$ cat src/rtl/lsq_pkg.sv
package lsq_pkg;

  typedef enum logic [1:0] {
    ST_IDLE = 2'd0,
    ST_SEND = 2'd1,
    ST_WAIT = 2'd2,
    ST_RUN  = 2'd3
  } seq_state_t;

  localparam int SEL_W  = 2;
  localparam int RATE_N = 3;

  // one-hot internal rate for a select code; code 0 selects no internal rate
  function automatic logic [RATE_N-1:0] rate_onehot(input logic [SEL_W-1:0] code);
    logic [RATE_N-1:0] r;
    r = '0;
    for (int i = 1; i <= RATE_N; i++) begin
      if (int'(code) == i) r[i-1] = 1'b1;
    end
    return r;
  endfunction

  function automatic logic code_is_bypass(input logic [SEL_W-1:0] code);
    return code == '0;
  endfunction

endpackage

$ cat src/rtl/lsq_rise_det.sv
module lsq_rise_det (
  input  logic clk,
  input  logic rst_n,
  input  logic d_i,
  output logic rise_o
);
  logic d_q;

  always_ff @(posedge clk) begin
    if (!rst_n) d_q <= 1'b0;
    else        d_q <= d_i;
  end

  assign rise_o = d_i & ~d_q;
endmodule

$ cat src/rtl/lsq_ms_window.sv
module lsq_ms_window #(
  parameter int WIN_MS = 10
) (
  input  logic clk,
  input  logic rst_n,
  input  logic active_i,
  input  logic tick_i,
  output logic expire_o
);
  localparam int CW = $clog2(WIN_MS + 1);
  localparam logic [CW-1:0] LAST = CW'(WIN_MS - 1);

  logic [CW-1:0] cnt_q;

  assign expire_o = active_i & tick_i & (cnt_q == LAST);

  always_ff @(posedge clk) begin
    if (!rst_n || !active_i) cnt_q <= '0;
    else if (tick_i && !expire_o) cnt_q <= cnt_q + 1'b1;
  end
endmodule

$ cat src/rtl/lsq_clk_cfg.sv
module lsq_clk_cfg
  import lsq_pkg::*;
(
  input  logic             clk,
  input  logic             rst_n,
  input  logic             load_i,
  input  logic [SEL_W-1:0] code_i,
  input  logic             active_i,
  output logic [RATE_N-1:0] osc_sel_o,
  output logic             osc_bypass_o
);
  logic [SEL_W-1:0] code_q;

  always_ff @(posedge clk) begin
    if (!rst_n)      code_q <= '0;
    else if (load_i) code_q <= code_i;
  end

  assign osc_sel_o    = active_i ? rate_onehot(code_q) : '0;
  assign osc_bypass_o = active_i & code_is_bypass(code_q);
endmodule

$ cat src/rtl/link_selftest_seq.sv
module link_selftest_seq
  import lsq_pkg::*;
#(
  parameter int LOCK_WIN_MS = 10
) (
  input  logic       clk,
  input  logic       rst_n,
  input  logic       test_en_i,
  input  logic [1:0] clk_sel_i,
  input  logic       lock_i,
  input  logic       ms_tick_i,
  output logic [2:0] osc_sel_o,
  output logic       osc_bypass_o,
  output logic       cmd_req_o,
  output logic       test_run_o,
  output logic       timeout_err_o
);
  seq_state_t state_q, state_d;

  // named internal events
  logic en_rise, lock_rise, win_expire, in_wait, start_ok, timed_out, cfg_load;

  lsq_rise_det u_en_edge   (.clk(clk), .rst_n(rst_n), .d_i(test_en_i), .rise_o(en_rise));
  lsq_rise_det u_lock_edge (.clk(clk), .rst_n(rst_n), .d_i(lock_i),    .rise_o(lock_rise));

  assign in_wait = (state_q == ST_WAIT);

  lsq_ms_window #(.WIN_MS(LOCK_WIN_MS)) u_win (
    .clk(clk), .rst_n(rst_n), .active_i(in_wait),
    .tick_i(ms_tick_i), .expire_o(win_expire)
  );

  assign cfg_load  = (state_q == ST_IDLE) & en_rise;
  assign start_ok  = in_wait & test_en_i & lock_rise;
  assign timed_out = in_wait & test_en_i & win_expire & ~lock_rise;

  lsq_clk_cfg u_cfg (
    .clk(clk), .rst_n(rst_n), .load_i(cfg_load), .code_i(clk_sel_i),
    .active_i(state_q != ST_IDLE),
    .osc_sel_o(osc_sel_o), .osc_bypass_o(osc_bypass_o)
  );

  always_comb begin
    state_d = state_q;
    if (!test_en_i) begin
      state_d = ST_IDLE;
    end else begin
      unique case (state_q)
        ST_IDLE: if (en_rise) state_d = ST_SEND;
        ST_SEND: state_d = ST_WAIT;
        ST_WAIT: begin
          if (start_ok)       state_d = ST_RUN;
          else if (timed_out) state_d = ST_IDLE;
        end
        ST_RUN:  if (!lock_i) state_d = ST_WAIT;
        default: state_d = ST_IDLE;
      endcase
    end
  end

  always_ff @(posedge clk) begin
    if (!rst_n) state_q <= ST_IDLE;
    else        state_q <= state_d;
  end

  always_ff @(posedge clk) begin
    if (!rst_n)         timeout_err_o <= 1'b0;
    else if (cfg_load)  timeout_err_o <= 1'b0;
    else if (timed_out) timeout_err_o <= 1'b1;
  end

  assign cmd_req_o  = (state_q == ST_SEND);
  assign test_run_o = (state_q == ST_RUN);
endmodule

$ cat config.mk
export PLATFORM = sky130hd
export DESIGN_NAME = link_selftest_seq
export DESIGN_NICKNAME = d
export VERILOG_FILES = /design/src/rtl/lsq_pkg.sv /design/src/rtl/lsq_rise_det.sv /design/src/rtl/lsq_ms_window.sv /design/src/rtl/lsq_clk_cfg.sv /design/src/rtl/link_selftest_seq.sv
export SDC_FILE = /design/constraint.sdc
export NUM_CORES = 1
export LEC_CHECK = 0
export BUFFER_PORTS_ARGS = -buffer_cell sky130_fd_sc_hd__buf_2
export CAP_MARGIN = 10
export CORE_AREA = 2 2 39 41
export CTS_CLUSTER_DIAMETER = 60
export DETAILED_ROUTE_END_ITERATION = 8
export DIE_AREA = 0 0 41 43
export HOLD_SLACK_MARGIN = 0.02
export PLACE_DENSITY_LB_ADDON = 0.05
export SLEW_MARGIN = 20
export SYNTH_ARGS = -nofsm -noshare
export SYNTH_HDL_FRONTEND = slang
export SYNTH_SLANG_ARGS = --single-unit
$ cat constraint.sdc
create_clock -name clk -period 1.79 [get_ports clk]
set_input_delay 0 -clock clk [delete_from_list [all_inputs] [get_ports clk]]
set_output_delay 0 -clock clk [all_outputs]
set_load 0.02 [all_outputs]
==> results of run 1 <==
[worst max path at each step]
stage,endpoint,slack (ns),depth (start not counted)
6_report,u_win.cnt_q[0],0.47,5
3_3_place_gp,u_win.cnt_q[0],0.53,5
2_1_floorplan,u_win.cnt_q[0],0.56,5
3_5_place_dp,u_win.cnt_q[0],0.49,5
5_1_grt,osc_sel_o[1],0.35,3
4_1_cts,u_win.cnt_q[0],0.46,5
[area by class of cell]
cell class	instances	area, µm²
multi-input combinational	39	302
inverter	4	15.0
tap	16	20.0
timing repair buffer	16	95.1
fill	137	706
clock buffer	4	26.3
sequential	11	220
[routing by layer]
metal / wire [µm] / track usage
met5: 0 / 0
met4: 15 / 0.0800
met3: 50 / 0.0314
met2: 455 / 0.206
met1: 488 / 0.176
[registers in the layout, summed over array words and instances (netlist names)]
signal and count:
u_win.cnt_q 4, u_cfg.code_q 2, state_q 2, u_en_edge.d_q 1
timeout_err_o 1, u_lock_edge.d_q 1
[power groups by stage]
stage / combinational (mW) / sequential [mW] / clock (mW)
after floorplan: 0.0261 / 0.263 / 0
after global placement: 0.0420 / 0.265 / 0
after detailed placement: 0.0423 / 0.265 / 0
after CTS: 0.0473 / 0.259 / 0.178
after global routing: 0.0518 / 0.261 / 0.187
final: 0.0469 / 0.259 / 0.172
[worst register-to-register path, stage by stage (launching register included)]
cell,delay [ns]
sky130_fd_sc_hd__dfxtp_1,0.38
sky130_fd_sc_hd__inv_1,0.06
sky130_fd_sc_hd__ha_1,0.19
sky130_fd_sc_hd__and3b_1,0.20
sky130_fd_sc_hd__or3_1,0.30
sky130_fd_sc_hd__a21oi_1,0.13
[metrics by stage]
step                      total power [mW]  cells
final                                0.478     90
after detailed placement             0.308     83
after floorplan                      0.289     54
after global placement               0.307     83
after global routing                 0.500     90
after CTS                            0.485     90
[what timing repair did]
action	4_1_cts	5_1_grt
hold buffers	3	0
gates resized for setup	0	0
hold endpoints to repair	3	0
[cells in the final DEF, fill, tap and decap left out, drive strengths merged]
cell / synthesis / routed
and2b: 1 / 1
mux2i: 2 / 2
a21oi: 3 / 3
o211ai: 1 / 1
dfxtp: 11 / 11
dlygate4sd3: 0 / 3
nor3b: 2 / 2
and2: 3 / 3
clkbuf: 0 / 4
nand3b: 2 / 2
o2111a: 1 / 1
a32o: 1 / 1
nand2: 3 / 3
ha: 2 / 2
xor2: 1 / 1
o2bb2ai: 1 / 1
a21boi: 1 / 1
nor3: 1 / 1
nor2: 2 / 2
inv: 4 / 4
nor4b: 1 / 1
nor2b: 3 / 3
or3: 1 / 1
o21ai: 1 / 1
and3b: 3 / 3
buf: 0 / 13
a311oi: 1 / 1
nand4: 1 / 1
nand4b: 1 / 1
[cells by family (layout without fill, tap and decap cells)]
kind of cell / count (synthesis) / after routing
xor gates and xnor gates: 1 / 1
AOI/OAI and AO/OA: 10 / 10
and+or+nand+nor: 24 / 24
muxes: 2 / 2
adders and majority gates: 2 / 2
buffers and inverters: 4 / 24
DFF: 11 / 11
==> flow_metrics.tcl, run 1 <==
set metrics [dict create \
    critical_path.max_stage_delay_ns 0.38 \
    async_reset_ff_frac 0 \
    finalHoldViolCount 0 \
    crit_family "simple AND/OR/NAND/NOR gates" \
    slowest_library_cell_on_the_worst_path "sky130_fd_sc_hd__dfxtp_1" \
    postSynthNetCount 63 \
    share_clk_of_total_power 0.360 \
    h-tree-depth 1 \
    yosysMostFrequentCell "sky130_fd_sc_hd__dfxtp_1" \
    cts.sinks 11 \
    netSwitchingPower_mw 0.116 \
    timing.final.setup_violations 0 \
    drive_gt1_frac 0.270 \
    grt_overflow 0 \
    netSwitchingFraction 0.241 \
    drt-total-wl_mm 1.01 \
    worst-setup-path-type "flop to flop" \
    worstSkewPairLatency_ns 0.27 \
    cp_data_arrival_time_ns 1.53 \
    clock-skew-final_ns 0.00512 \
    timing.hold.worst_path_depth 2 \
    synthFlopType "sky130_fd_sc_hd__dfxtp_1" \
    worstSetupStartpoint "u_win.cnt_q[1]" \
    timing.final.crit_share 0.737 \
    first_pass_grt_wire_length_mm 1.66 \
    vias 448 \
    outcome "finished clean" \
    final_net_count 84 \
    share_seq_of_total_power 0.542 \
    vdd_drop_max_mv 0.498 \
    max_clock_freq_ghz 0.758 \
    post-route-min-period_ns 1.32 \
    insertedDiodeCount 0 \
    totalNegativeSetupSlack_ns 0 \
    initial_antenna_violation_count 0 \
    initial_utilization 0.388 \
    place_worst_setup_slack_ns 0.488 \
    boundaryPins 14 \
    synth_area_leaders "sky130_fd_sc_hd__dfxtp_1 41%, sky130_fd_sc_hd__ha_1 4.7%, sky130_fd_sc_hd__nor4b_4 4.4%, sky130_fd_sc_hd__mux2i_1 3.7%, sky130_fd_sc_hd__nor2b_1 3.5%" \
    synth_top_area_frac 0.410 \
    cp_max_fo 4 \
    actual_transition_at_the_worst_max_transition_pin_ns 0.317 \
    synth_top_family_by_area "simple AND/OR/NAND/NOR gates" \
    drc 0 \
    final_cell_area_um2 678 \
    grt_start_max_net_pins 9 \
    drt.antenna.violating_nets 0 \
    internal-power_mw 0.363 \
    combPwrFrac 0.098 \
    floorplan.die.width_um 41 \
    detailed_place.area_um2 622 \
    cp_num_buf_inv 1 \
    post_route_core_utilization 0.490 \
    viasPerCell 4.98 \
    synth-edff-count 0 \
    dp_hpwl_um 761 \
    synthTopCellsByCount "11 x sky130_fd_sc_hd__dfxtp_1, 4 x sky130_fd_sc_hd__inv_1, 3 x sky130_fd_sc_hd__a21oi_1, 3 x sky130_fd_sc_hd__nand2_1, 3 x sky130_fd_sc_hd__nor2b_1" \
    grt_pass1_vias 413 \
    cts.repair_timing.setup_buffer_count 0 \
    hold_end "u_win.cnt_q[1]" \
    synth.largest_area_cell "sky130_fd_sc_hd__dfxtp_1" \
    cts_tree "done" \
    hp-start "ms_tick_i" \
    cts_buffer_depth 2 \
    drv_cap 0 \
    post_synth_num_cell_types 28 \
    initialDrtViolationCount 2 \
    timing.slew.headroom 0.788 \
    std_cell_rows 14 \
    r2r_cells 5 \
    synth_warnings 0 \
    rsz0062_at_grt "false" \
    adder_and_majority_cell_fraction_of_the_synthesized_area 0.0466 \
    critical_path_required_ns 2.00 \
    cts_root_buffer "sky130_fd_sc_hd__clkbuf_4" \
    reg2reg_slack_ns 0.47 \
    post-route-worst-setup-slack_ns 0.471 \
    netlist_area_um2 537 \
    timing.critical_path.cells "inv_1, ha_1, and3b_1, or3_1, a21oi_1" \
    dr.pass1.iters 3 \
    numCtsBuffers 3 \
    wl_per_cell_um 11.2 \
    timing.rr.end "u_win.cnt_q[0]" \
    clkSlewWorstSetupHoldPaths_ns 0.07 \
    synth.yosys.seq_area_share 0.410 \
    finalMaxSlewViolations 0 \
    holdWs_ns 0.0247 \
    holdCritPathClass "input pin to flop" \
    area_growth_pct 26.3 \
    grt_use_total 0.139 \
    p_per_area_nw_per_um2 705 \
    timing.critical_path.to_type "flop" \
    synth_cells 54 \
    synth_area_per_cell_um2 9.94 \
    fraction_of_the_mapped_netlist_area_in_compound_gates 0.138 \
    floorplan.die_area_um2 1760 \
    synthSimpleGateAreaFrac 0.324 \
    dieHeight_um 43 \
    critPathLaunchType "flop" \
    rr_startpoint "u_win.cnt_q[1]" \
    gp_routability_congestion 0.685 \
    synth_seq_cells 11 \
    post_synth_xor_area_fraction 0.0163 \
    core_region_area_um2 1380 \
    port_buffers 13 \
    leakage_nw 0.301 \
    synth.area.mux_share 0.0373 \
]
No activity file was read; power rests on OpenSTA's default activity.
==> inputs of run 2 (changes only) <==
Settings changed: ABC_AREA set to 1.
Clock period 1.79 ns to 1.4 ns, I/O delays scaled along.
==> run 2 against run 1 <==
Net effect:
- clock power rose by 24%
- global-route usage rose by 3.4 points
- flip-flop and latch count did not move
- combinational power rose by 150%
- sequential share of layout area fell by 3.1 points
- count of clock-buffer cells in the layout did not move
- worst setup slack got worse by 0.28 ns
- routed wire length rose by 16%
- final cell count rose by 38%
- via count rose by 29%
- critical path depth rose by 4
- fmax rose by 9.0%
- critical path type unchanged
- largest cell class unchanged
==> flow_metrics.tcl, run 2 <==
set metrics [dict create \
    rsz0062_at_grt "false" \
    hold_end "u_win.cnt_q[2]" \
    post-route-min-period_ns 1.21 \
    max_clock_freq_ghz 0.827 \
    std_cell_rows 14 \
    worst-setup-path-type "flop to flop" \
    hp-start "ms_tick_i" \
    grt_overflow 0 \
    synth.yosys.seq_area_share 0.379 \
    gp_routability_congestion 0.701 \
    grt_start_max_net_pins 8 \
    cp_data_arrival_time_ns 1.37 \
    leakage_nw 0.366 \
    outcome "finished clean" \
    worstSkewPairLatency_ns 0.26 \
    p_per_area_nw_per_um2 884 \
    clock-skew-final_ns 0.000848 \
    drive_gt1_frac 0.250 \
    rr_startpoint "u_win.cnt_q[1]" \
    synth_warnings 0 \
    filler_cell_count 154 \
    share_seq_of_total_power 0.504 \
    area_growth_pct 29.7 \
    critical_path.max_stage_delay_ns 0.33 \
    final_net_count 118 \
    synthTopCellsByCount "15 x sky130_fd_sc_hd__inv_1, 12 x sky130_fd_sc_hd__nand2_1, 11 x sky130_fd_sc_hd__dfxtp_1, 11 x sky130_fd_sc_hd__nor2_1, 7 x sky130_fd_sc_hd__a21oi_1" \
    r2r_cells 9 \
    synth_top_area_frac 0.379 \
    final_cell_mix "15 x sky130_fd_sc_hd__inv_1, 13 x sky130_fd_sc_hd__buf_2, 12 x sky130_fd_sc_hd__nand2_1, 11 x sky130_fd_sc_hd__nor2_1, 10 x sky130_fd_sc_hd__dfxtp_1" \
    cts.sinks 11 \
    dieHeight_um 43 \
    boundaryPins 14 \
    core_region_area_um2 1380 \
    timing.final.crit_share 0.864 \
    vias 578 \
    drv_cap 0 \
    internal-power_mw 0.485 \
    reg2reg_slack_ns 0.19 \
    actual_transition_at_the_worst_max_transition_pin_ns 0.304 \
    timing.slew.headroom 0.797 \
    cts_root_buffer "sky130_fd_sc_hd__clkbuf_4" \
    drc 0 \
    finalMaxSlewViolations 0 \
    holdCritPathClass "input pin to flop" \
    yosysMostFrequentCell "sky130_fd_sc_hd__inv_1" \
    top_regs "u_win.cnt_q x4, state_q x2, u_cfg.code_q x2" \
    dp_hpwl_um 928 \
    totalNegativeSetupSlack_ns 0 \
    floorplan.die.width_um 41 \
    timing.critical_path.cells "inv_1, ha_1, nand3_1, nor2_2, nand2_2, nand2_2, nand2_1, nor2_1, nor2_1" \
    critical_path_required_ns 1.56 \
    combPwrFrac 0.174 \
    cts_buffer_depth 2 \
    floorplan.die_area_um2 1760 \
    viasPerCell 4.66 \
    cp_max_fo 3 \
    critPathLaunchType "flop" \
    share_clk_of_total_power 0.322 \
    vdd_drop_max_mv 0.555 \
    synth_seq_cells 11 \
    registers.top_by_ff_count "u_win.cnt_q" \
    synth.largest_area_cell "sky130_fd_sc_hd__dfxtp_1" \
    drt.antenna.violating_nets 0 \
    timing.rr.end "state_q[0]" \
    netSwitchingPower_mw 0.180 \
    drt-total-wl_mm 1.17 \
    finalHoldViolCount 0 \
    dr.pass1.iters 4 \
    clkSlewWorstSetupHoldPaths_ns 0.07 \
    timing.final.setup_violations 0 \
    synth-edff-count 0 \
    async_reset_ff_frac 0 \
    grt_pass1_vias 529 \
    synthFlopType "sky130_fd_sc_hd__dfxtp_1" \
    largest_register_ff_count 4 \
    netSwitchingFraction 0.271 \
    port_buffers 13 \
    synth_area_per_cell_um2 6.83 \
    cts_tree "done" \
    post_synth_num_cell_types 19 \
    numCtsBuffers 3 \
    initialDrtViolationCount 21 \
    netlist_area_um2 581 \
    initial_antenna_violation_count 0 \
    initial_utilization 0.420 \
    most_common_library_cell_in_the_layout_ignoring_fill_and_taps "sky130_fd_sc_hd__inv_1" \
    slowest_library_cell_on_the_worst_path "sky130_fd_sc_hd__dfxtp_1" \
    synth_area_leaders "sky130_fd_sc_hd__dfxtp_1 38%, sky130_fd_sc_hd__inv_1 9.7%, sky130_fd_sc_hd__nand2_1 7.8%, sky130_fd_sc_hd__nor2_1 7.1%, sky130_fd_sc_hd__a21oi_1 6.0%" \
    timing.hold.worst_path_depth 4 \
    timing.critical_path.to_type "flop" \
    insertedDiodeCount 0 \
    grt_use_total 0.173 \
    wl_per_cell_um 9.42 \
    holdWs_ns 0.0925 \
    postSynthNetCount 94 \
    h-tree-depth 1 \
    first_pass_grt_wire_length_mm 2.08 \
    synth_cells 85 \
]
## run 2: worst max-delay path by stage
stage | slack (ns) | from | cells past startpoint | endpoint
2_1_floorplan | 0.29 | u_win.cnt_q[0] | 8 | state_q[0]
3_3_place_gp | 0.18 | u_win.cnt_q[0] | 8 | state_q[0]
3_5_place_dp | 0.15 | u_win.cnt_q[0] | 8 | state_q[0]
4_1_cts | 0.13 | u_win.cnt_q[0] | 8 | state_q[0]
5_1_grt | 0.004 | u_win.cnt_q[1] | 9 | state_q[0]
6_report | 0.19 | u_win.cnt_q[1] | 9 | state_q[0]
## run 2: critical path: cells and delay by family, from the launching register on
family	cells	cell delay [ns]
flip-flops	1	0.33
buffers and inverters	1	0.07
adder cells (fa/ha/maj)	1	0.14
AND/OR/NAND/NOR	7	0.57
## run 2: layout make-up
class	count	area [µm²]	share of cell area
sequential	11	221	0.294
multi-input combinational	57	297	0.394
inverter	17	63.8	0.0847
tap	16	20.0	0.0266
timing repair buffer	19	125	0.166
clock buffer	4	26.3	0.0349
## run 2: logic make-up (layout without fill, tap and decap cells)
family          after synthesis  in the layout  synth area share
compound gates               12             12             0.116
xor+xnor                      1              1            0.0151
fa+ha+maj                     2              2            0.0431
buf+inv                      17             40             0.110
flops                        11             11             0.379
simple gates                 42             42             0.336
## run 2: per-layer routing
| metal | routed length, µm | global-route usage | vias up | share of wire |
|---|---|---|---|---|
| li1 | - | - | 315 | - |
| met1 | 575 | 0.206 | 253 | 0.49 |
| met2 | 539 | 0.263 | 8 | 0.46 |
| met3 | 42 | 0.0314 | 2 | 0.036 |
| met4 | 10 | 0.120 | 0 | 0.0086 |
| met5 | 0 | 0 | - | 0 |
## run 2: what timing repair did
item	in CTS	in global routing
setup buffers	0	0
setup endpoints to repair	0	1
hold buffers	6	0
gates resized for setup	0	1
hold endpoints to repair	5	0
## run 2: metrics by stage
step / power [mW] / area, µm² / worst slack, ns / util / std cells
final: 0.666 / 753 / 0.190 / 0.544 / 124
after global routing: 0.711 / 753 / 0.00371 / 0.544 / 124
after CTS: 0.679 / 752 / 0.135 / 0.543 / 124
after detailed placement: 0.447 / 666 / 0.147 / 0.481 / 114
after global placement: 0.445 / 666 / 0.184 / 0.481 / 114
after floorplan: 0.415 / 581 / 0.290 / - / 85
## run 2: power groups by stage
stage | clock, mW | combinational [mW] | sequential [mW]
5_1_grt | 0.242 | 0.131 | 0.337
2_1_floorplan | 0 | 0.0735 | 0.341
6_report | 0.214 | 0.116 | 0.336
3_5_place_dp | 0 | 0.104 | 0.343
3_3_place_gp | 0 | 0.102 | 0.343
4_1_cts | 0.226 | 0.117 | 0.336
==> inputs of run 3 (changes only) <==
Settings changed: ABC_AREA 1 to 0, CELL_PAD_IN_SITES_DETAIL_PLACEMENT set to 1, CELL_PAD_IN_SITES_GLOBAL_PLACEMENT set to 2, CORE_AREA 2 2 39 41 to unset, CORE_MARGIN set to 1.5, CORE_UTILIZATION set to 29, DIE_AREA 0 0 41 43 to unset, REMOVE_ABC_BUFFERS set to 1.
==> run 3 against run 2 <==
Net effect:
- routed wire length is 3.3% lower
- register-to-register slack worse by 0.13 ns
- total power decreased by 7.7%
- non-clock buffer count unchanged
- worst setup slack worse by 0.13 ns
- die area up 20%
- critical endpoint is now u_win.cnt_q[0]
==> flow_metrics.tcl, run 3 (synthesized netlist as in run 1, its figures left out) <==
set metrics [dict create \
    insertedDiodeCount 0 \
    netSwitchingPower_mw 0.150 \
    cts.repair_timing.setup_buffer_count 0 \
    leakage_nw 0.321 \
    timing.critical_path.to_type "flop" \
    reg2reg_slack_ns 0.06 \
    post_route_core_utilization 0.419 \
    timing.rr.end "u_win.cnt_q[0]" \
    critical_path_required_ns 1.60 \
    largest_register_ff_count 4 \
    viasPerCell 4.67 \
    drc 0 \
    timing.critical_path.cells "inv_1, ha_1, and3b_1, or3_1, a21oi_1" \
    floorplan.die_area_um2 2120 \
    totalNegativeSetupSlack_ns 0 \
    vias 476 \
    drive_gt1_frac 0.325 \
    dr.pass1.iters 3 \
    non_filler_cells_final 102 \
    vdd_drop_max_mv 0.615 \
    clock-skew-final_ns 0.00769 \
    critical_path.max_stage_delay_ns 0.38 \
    h-tree-depth 1 \
    core_region_area_um2 1730 \
    gp_routability_congestion 0.648 \
    grt_overflow 0 \
    initial_utilization 0.311 \
    worstSetupStartpoint "u_win.cnt_q[1]" \
    dpl.cell_count 94 \
    grt_start_max_net_pins 8 \
    cp_data_arrival_time_ns 1.54 \
    worstSkewPairLatency_ns 0.27 \
    cts.sinks 11 \
    ff_latch_area_um2 220 \
    drt.antenna.violating_nets 0 \
    filler_cell_count 219 \
    r2r_cells 5 \
    top_regs "u_win.cnt_q x4, state_q x2, u_cfg.code_q x2" \
    timing.final.setup_violations 0 \
    timing.slew.headroom 0.783 \
    critPathLaunchType "flop" \
    drt-total-wl_mm 1.13 \
    rsz0062_at_grt "false" \
    timing.final.crit_share 0.955 \
    port_buffers 13 \
    drv_cap 0 \
    clkSlewWorstSetupHoldPaths_ns 0.07 \
    final_net_count 87 \
    max_clock_freq_ghz 0.748 \
    wl_per_cell_um 11.1 \
    actual_transition_at_the_worst_max_transition_pin_ns 0.324 \
    holdCritPathClass "input pin to flop" \
    finalHoldViolCount 0 \
    cp_max_fo 4 \
    initial_antenna_violation_count 0 \
    multiInputGateArea_um2 309 \
    combPwrFrac 0.111 \
    outcome "finished clean" \
    area_growth_pct 34.7 \
    rr_startpoint "u_win.cnt_q[1]" \
    slowest_library_cell_on_the_worst_path "sky130_fd_sc_hd__dfxtp_1" \
    numCtsBuffers 3 \
    final_cell_area_um2 723 \
    p_per_area_nw_per_um2 849 \
    worst-setup-path-type "flop to flop" \
    post-route-min-period_ns 1.34 \
    grt_use_total 0.127 \
    floorplan.die.width_um 46.0 \
    finalMaxSlewViolations 0 \
    detailed_place.area_um2 648 \
    netSwitchingFraction 0.244 \
    cts_tree "done" \
    dp_hpwl_um 869 \
    grt_pass1_vias 424 \
    cts_root_buffer "sky130_fd_sc_hd__clkbuf_4" \
    registers.top_by_ff_count "u_win.cnt_q" \
    boundaryPins 14 \
    internal-power_mw 0.464 \
    cts_buffer_depth 2 \
    first_pass_grt_wire_length_mm 1.82 \
    share_clk_of_total_power 0.352 \
    worst_setup_path_endpoint "u_win.cnt_q[0]" \
    most_common_library_cell_in_the_layout_ignoring_fill_and_taps "sky130_fd_sc_hd__buf_2" \
    place_worst_setup_slack_ns 0.0827 \
    final_cell_mix "13 x sky130_fd_sc_hd__buf_2, 11 x sky130_fd_sc_hd__dfxtp_1, 4 x sky130_fd_sc_hd__inv_1, 4 x sky130_fd_sc_hd__dlygate4sd3_1" \
    share_seq_of_total_power 0.537 \
    std_cell_rows 15 \
    post-route-worst-setup-slack_ns 0.0632 \
    initialDrtViolationCount 2 \
    dieHeight_um 46.0 \
]
==> run 3: critical path: cells and delay by family, from the launching register on <==
family,cells,cell delay [ns]
flops,1,0.38
compound gates,1,0.14
fa+ha+maj,1,0.18
simple gates,2,0.50
buf+inv,1,0.06
==> run 3: power by group through the flow <==
stage / logic, mW / registers (mW) / clock network (mW)
final: 0.0683 / 0.330 / 0.216
after global placement: 0.0596 / 0.337 / 0
after CTS: 0.0687 / 0.330 / 0.226
after global routing: 0.0758 / 0.331 / 0.242
after detailed placement: 0.0598 / 0.337 / 0
after floorplan: 0.0334 / 0.337 / 0
==> run 3: layout make-up <==
cell class	instances	share of cell area
Clock inverter	1	0.00692
Inverter	4	0.0208
Clock buffer	3	0.0311
Sequential cell	11	0.304
Multi-Input combinational cell	39	0.427
Tap cell	25	0.0433
Timing Repair Buffer	19	0.166
==> run 3: per-layer routing <==
| metal | routed length, µm | global-route usage | vias up |
|---|---|---|---|
| met5 | 0 | 0 | - |
| met4 | 7 | 0.0343 | 0 |
| met3 | 67 | 0.0833 | 2 |
| met2 | 493 | 0.178 | 11 |
| met1 | 561 | 0.160 | 219 |
| li1 | - | - | 244 |
==> run 3: how the worst min path moves through the flow <==
| stage | start | to | depth (start not counted) |
|---|---|---|---|
| 5_1_grt | ms_tick_i | u_win.cnt_q[1] | 2 |
| 4_1_cts | ms_tick_i | u_win.cnt_q[1] | 2 |
| 6_report | ms_tick_i | u_win.cnt_q[1] | 2 |
| 3_5_place_dp | lock_i | u_lock_edge.d_q | 2 |
| 2_1_floorplan | ms_tick_i | u_win.cnt_q[1] | 1 |
| 3_3_place_gp | lock_i | u_lock_edge.d_q | 2 |
==> run 3: per-stage QoR <==
step	power, mW	hold WS [ns]
after floorplan	0.370	0.110
final	0.614	0.0236
after detailed placement	0.397	0.248
after global routing	0.649	0.0248
after CTS	0.624	0.0248
after global placement	0.396	0.239
==> run 3: timing repair <==
item,CTS,global route
hold buffers,4,0
hold endpoints to repair,3,0
resized for setup,0,2
setup endpoints to repair,0,2
